### src/rtl/btc_pkg.sv
package btc_pkg;

    // Action applied to the table at the next clock edge.
    typedef enum logic [1:0] {
        OP_IDLE  = 2'd0,
        OP_WRITE = 2'd1,
        OP_DROP  = 2'd2,
        OP_CLEAR = 2'd3
    } tbl_op_e;

    // Flush dominates; otherwise the taken flag picks install or removal.
    function automatic tbl_op_e decode_op(input logic flush_i,
                                          input logic req_i,
                                          input logic taken_i);
        if (flush_i)      return OP_CLEAR;
        else if (!req_i)  return OP_IDLE;
        else if (taken_i) return OP_WRITE;
        else              return OP_DROP;
    endfunction

endpackage

### src/rtl/btc_match.sv
module btc_match #(
    parameter int ENTRIES = 32,
    parameter int AW      = 32
) (
    input  logic [ENTRIES-1:0]    valid,
    input  logic [ENTRIES*AW-1:0] tags,
    input  logic [AW-1:0]         key,
    output logic [ENTRIES-1:0]    hits
);
    // One comparator per slot, all in parallel.
    for (genvar g = 0; g < ENTRIES; g++) begin : g_cmp
        assign hits[g] = valid[g] && (tags[g*AW +: AW] == key);
    end
endmodule

### src/rtl/btc_alloc.sv
module btc_alloc #(
    parameter int ENTRIES = 32,
    localparam int IW     = (ENTRIES > 1) ? $clog2(ENTRIES) : 1
) (
    input  logic               clk,
    input  logic               rst,
    input  logic [ENTRIES-1:0] valid,
    input  logic               take,
    output logic [IW-1:0]      slot_idx
);
    localparam logic [IW-1:0] LAST = IW'(ENTRIES - 1);

    logic [IW-1:0] ptr_q;
    logic [IW-1:0] free_idx;
    logic          any_free;

    // Lowest-numbered empty slot: scan downward so the smallest index wins.
    always_comb begin
        free_idx = '0;
        any_free = 1'b0;
        for (int i = ENTRIES - 1; i >= 0; i--) begin
            if (!valid[i]) begin
                free_idx = IW'(i);
                any_free = 1'b1;
            end
        end
    end

    assign slot_idx = any_free ? free_idx : ptr_q;

    // The rotating pointer moves only when it actually supplies a victim.
    always_ff @(posedge clk) begin
        if (rst)
            ptr_q <= '0;
        else if (take && !any_free)
            ptr_q <= (ptr_q == LAST) ? '0 : ptr_q + 1'b1;
    end

    // a chosen empty slot really is empty.
    p_free_slot_empty_r7: assert property (@(posedge clk) disable iff (rst)
        (take && any_free) |-> !valid[slot_idx]);

    // the pointer stays put unless an eviction happens.
    p_ptr_hold_r8: assert property (@(posedge clk) disable iff (rst)
        (!take || any_free) |=> $stable(ptr_q));

endmodule

### src/rtl/branch_target_cache.sv
module branch_target_cache #(
    parameter int ENTRIES = 32,
    parameter int AW      = 32
) (
    input  logic          clk,
    input  logic          rst,
    input  logic          flush,
    input  logic [AW-1:0] lk_addr,
    output logic          lk_hit,
    output logic [AW-1:0] lk_target,
    input  logic          upd_valid,
    input  logic [AW-1:0] upd_addr,
    input  logic [AW-1:0] upd_target,
    input  logic          upd_taken
);
    import btc_pkg::*;

    localparam int IW = (ENTRIES > 1) ? $clog2(ENTRIES) : 1;

    logic [ENTRIES-1:0]    valid_q;
    logic [AW-1:0]         tag_q [ENTRIES];
    logic [AW-1:0]         dst_q [ENTRIES];
    logic [ENTRIES*AW-1:0] tags_flat;

    for (genvar g = 0; g < ENTRIES; g++) begin : g_flat
        assign tags_flat[g*AW +: AW] = tag_q[g];
    end

    // ---------------- lookup side (combinational) ----------------
    logic [ENTRIES-1:0] lk_hits;

    btc_match #(.ENTRIES(ENTRIES), .AW(AW)) u_lk_match (
        .valid(valid_q), .tags(tags_flat), .key(lk_addr), .hits(lk_hits)
    );

    // At most one slot matches, so an AND-OR mux selects the destination.
    always_comb begin
        lk_target = '0;
        for (int i = 0; i < ENTRIES; i++)
            lk_target |= lk_hits[i] ? dst_q[i] : '0;
    end
    assign lk_hit = |lk_hits;

    // ---------------- update side ----------------
    logic [ENTRIES-1:0] up_hits;
    logic [IW-1:0]      up_idx;
    logic [IW-1:0]      new_idx;
    logic [IW-1:0]      wr_idx;
    logic               up_present;
    logic               need_slot;
    tbl_op_e            op;

    btc_match #(.ENTRIES(ENTRIES), .AW(AW)) u_up_match (
        .valid(valid_q), .tags(tags_flat), .key(upd_addr), .hits(up_hits)
    );

    always_comb begin
        up_idx = '0;
        for (int i = 0; i < ENTRIES; i++)
            if (up_hits[i]) up_idx = IW'(i);
    end

    assign up_present = |up_hits;
    assign op         = decode_op(flush, upd_valid, upd_taken);
    assign need_slot  = (op == OP_WRITE) && !up_present;
    assign wr_idx     = up_present ? up_idx : new_idx;

    btc_alloc #(.ENTRIES(ENTRIES)) u_alloc (
        .clk(clk), .rst(rst), .valid(valid_q), .take(need_slot), .slot_idx(new_idx)
    );

    always_ff @(posedge clk) begin
        if (rst) begin
            valid_q <= '0;
        end else begin
            unique case (op)
                OP_CLEAR: valid_q <= '0;
                OP_DROP:  valid_q <= valid_q & ~up_hits;
                OP_WRITE: begin
                    valid_q[wr_idx] <= 1'b1;
                    tag_q[wr_idx]   <= upd_addr;
                    dst_q[wr_idx]   <= upd_target;
                end
                default: ;
            endcase
        end
    end

    // never two slots for one address.
    p_single_match_r10: assert property (@(posedge clk) disable iff (rst)
        $onehot0(lk_hits));

    // after a flush nothing hits.
    p_flush_empties_r9: assert property (@(posedge clk) disable iff (rst)
        flush |=> !lk_hit);

    // an installed branch is found with its destination one cycle later.
    p_install_visible_r3: assert property (@(posedge clk) disable iff (rst)
        (upd_valid && upd_taken && !flush) |=>
            ((lk_addr != $past(upd_addr)) || (lk_hit && lk_target == $past(upd_target))));

    // a removed branch misses one cycle later.
    p_remove_misses_r4: assert property (@(posedge clk) disable iff (rst)
        (upd_valid && !upd_taken && !flush) |=>
            ((lk_addr != $past(upd_addr)) || !lk_hit));

endmodule

### config.mk
export PLATFORM = sky130hd
export DESIGN_NAME = branch_target_cache
export DESIGN_NICKNAME = d
export VERILOG_FILES = /design/src/rtl/btc_pkg.sv /design/src/rtl/btc_match.sv /design/src/rtl/btc_alloc.sv /design/src/rtl/branch_target_cache.sv
export SDC_FILE = /design/constraint.sdc
export NUM_CORES = 2
export LEC_CHECK = 0
export BUFFER_PORTS_ARGS = -buffer_cell sky130_fd_sc_hd__buf_2
export CORE_MARGIN = 10
export CORE_UTILIZATION = 60
export CTS_CLUSTER_DIAMETER = 50
export DETAILED_ROUTE_END_ITERATION = 16
export PLACE_DENSITY = 0.76
export RECOVER_POWER = 25
export SYNTH_ARGS = -nofsm -noshare
export SYNTH_HDL_FRONTEND = slang
export SYNTH_SLANG_ARGS = --single-unit
export TNS_END_PERCENT = 10
### constraint.sdc
create_clock -name clk -period 16.3 [get_ports clk]
set_input_delay 1.63 -clock clk [delete_from_list [all_inputs] [get_ports clk]]
set_output_delay 1.63 -clock clk [all_outputs]
set_load 0.005 [all_outputs]
==> metrics.txt <==
hold buffers post-CTS=0; first drt pass iteration count=9; actual slew at the worst max-slew pin=about 2.8 ns; Synth async-reset ratio=0%; failing checks=capacitance limit, slew limit; RSZ-0062 raised after global routing=no; Fmax achieved=between 0.1 and 0.15 GHz; Slew Viols, Final=between 150 and 200; GPL Wtd Cong=about 0.98; post-DP HPWL=roughly 180 mm; synthesized area per cell=approximately 15 um2; Row Count=about 150; Worst Skew=0.07033 ns; Synth top area share=between 60% and 70%; clk sink count=around 2.1k; initial antenna violation count=8; largest net degree at the start of global routing=54; Seq pwr share=about half; Max-Cap Viols=7; first-pass GRT wire length=457.7 mm; total negative slack=0 ns; GRT Residual Overflow=0; Yosys cell types=86; status=finished, violations left; Synth Net Count=between 6k and 7k; CTS tree=done; Synth area leaders=edfxtp_1, xnor2_1, nand4_1; vias in the first global route=around 60k; # nets final=6,621; crit start category=primary input; kind of critical path=primary input to flop; Seq cells post-synth=between 2k and 2.5k; Remaining DRCs=0; antenna-violating nets left=0; Sw Share=a little under a quarter; Layout area overhead=9.856%; post-synth top area cell=edfxtp_1; endpoints failing hold=0; Final Power=about 11 mW; final core occ=between 60% and 70%; clock buffer depth=3; via/cell ratio=7.135; Avg WL per Cell=~38 um; critical path peak fanout=38; worst hold margin=around 0.53 ns; Std-Cell Core Area=between 150,000 and 200,000 um2; Post-CTS Setup Inserts=0; CTS root buffer=clkbuf_16; port bufs=between 100 and 150; share of layout cells above drive strength 1=about a tenth; die height=between 400 and 500 um; internal power=8.791 mW; P_leak=31.23 nW; Ys Warns=0; min cycle time layout=8.805 ns; Combinational Power Share=around 6.0%; vias=62.61k; final setup margin=7.495 ns; CP Capture Type=flop; critical path arrival=roughly 9.3 ns; clk_lat worst skew=0.90 ns; final setup fails=0; Setup Slack @ Placement=between 8 and 9 ns; Die W=418.5 um; max_slew headroom=-89.42%; WL final=approximately 330 mm; Seq/Total Area, Yosys=65.33%; die footprint=175,100 um2; GRT Util Overall=approximately 37%; synthesized area=roughly 95,000 um2; Pwr per Cell Area=between 100 and 150 nW/um2; Post-synth EDFFs=between 2k and 2.5k; DRT iter0 DRCs=~11k; dominant synthesized flop cell=edfxtp_1; post-CTS resize count=0; CP required=16.80 ns; # IOs=134; Hold Path Class=flop to flop; Final Cycle Share=between 50% and 60%; Worst IR Drop VDD=0.1170 mV; Num CTS Buffers=roughly 210; net switching power=roughly 2.7 mW; Synth Instances=about 6.4k; Clock power frac=between 40% and 50%; Initial Utilization=between 60% and 70%; clk slew on worst S/H paths=around 0.06 ns; H-tree depth=4
-- synthesized netlist by cell type (all sizes together), types with 3 or more instances --
library cell,instances
o221ai,4
nor3b,4
or3,29
clkbuf,116
ha,5
a21boi,4
o32ai,24
or2,3
nand2,59
o31ai,3
inv,24
nor2b,4
xor2,232
nand4,483
nor3,38
o41ai,7
a22o,128
xnor2,1805
o211ai,4
or3b,5
nor2,81
a211oi,4
nand3,205
edfxtp,2048
or4,35
a21oi,45
a22oi,257
and2,3
o21ai,18
and3,9
a31oi,6
a221oi,129
nor4,184
nand2b,29
a21o,5
buf,267
dfxtp,37
-- final cells by class --
class / count / area [um2]
sequential: 2085 / 62240
fill: 10750 / 53350
multi-input combinational: 3880 / 30690
clock buffer: 253 / 5480
tap: 2072 / 2592
timing repair buffer: 311 / 2059
clock inverter: 146 / 1501
inverter: 24 / 90.09
antenna: 4 / 10.01
-- power by group through the flow --
stage / clock [mW] / combinational, mW / sequential (mW)
finish: 4.89 / 0.686 / 5.90
detailed placement: 0 / 0.660 / 6.01
global route: 5.10 / 0.698 / 5.89
global placement: 0 / 0.655 / 6.01
floorplan: 0 / 0.397 / 6.01
CTS: 4.88 / 0.665 / 5.89
-- final timing paths --
path              slack, ns               end             start  depth (start not counted)
setup / recovery       7.50     dst_q[28][19]      upd_addr[25]                         14
hold / removal         0.53  u_alloc.ptr_q[3]  u_alloc.ptr_q[3]                          2
setup reg to reg      10.48     dst_q[28][19]     tag_q[23][25]                         12
hold reg to reg        0.53  u_alloc.ptr_q[3]  u_alloc.ptr_q[3]                          2
-- flip-flops by register name (all words and copies together) (netlist names) --
name and cells:
tag_q 1024, u_alloc.ptr_q 5, valid_q 32, dst_q 1024
-- placed cells by master, fill, tap and decap left out, types with 10 or more instances in the layout --
cell type,count
xnor2_1,1805
clkinvlp_4,11
nor4_1,142
a22o_1,128
clkinv_16,10
nand3_1,201
nor4_2,42
dfxtp_1,37
or3_1,27
a221oi_1,128
clkinv_2,39
bufinv_16,17
nor2_1,81
o32ai_2,16
clkbuf_1,88
edfxtp_1,2048
clkinv_1,50
a22oi_1,257
clkbuf_16,213
nand4_1,477
or4_1,33
inv_1,24
xor2_1,232
a21oi_1,44
o21ai_0,18
buf_2,38
nand2b_1,29
nand2_1,57
buf_4,225
nor3_2,29
-- per-layer routing --
metal	up-vias	GRT usage, %	part of all wire (%)	wire length, um
met4	6	20.01	6.8	22540
met2	5854	56.52	44	146400
met3	1278	8.907	14	47770
met1	30960	48.60	34	113600
li1	24510	-	-	-
met5	-	0	0.012	38
-- critical path: stages --
cell and delay [ns]:
clkbuf_1 1.95, buf_4 0.89, xnor2_1 0.19, nand4_1 0.10
nor4_1 0.44, nand3_1 0.47, nand4_2 0.32, or3_2 0.20
nor3_2 0.09, o311ai_1 0.41, nand2_1 0.61, nor3_2 0.55
buf_4 0.49, buf_4 0.71
-- kinds of logic (layout without fill, tap and decap cells) --
logic type               Yosys count  in the layout  share of synthesized area, %
AO/OA/AOI/OAI                    659            659                         5.688
XOR/XNOR                        2037           2037                         18.73
adder cells (fa/ha/maj)            5              5                       0.06567
buffers and inverters            407            734                         2.853
flip-flops                      2085           2085                         65.33
multiplexers                       2              2                       0.02101
other                              0              4                             0
AND/OR/NAND/NOR                 1177           1177                         7.315
-- through the flow --
| step | std cells | instance area (um2) |
|---|---|---|
| after floorplan | 6372 | 95270 |
| after global placement | 8372 | 97770 |
| after detailed placement | 8372 | 97770 |
| after CTS | 8771 | 104700 |
| after global routing | 8774 | 104700 |
| final | 8775 | 104700 |
Note: power is estimated with default switching activity, not from simulation.
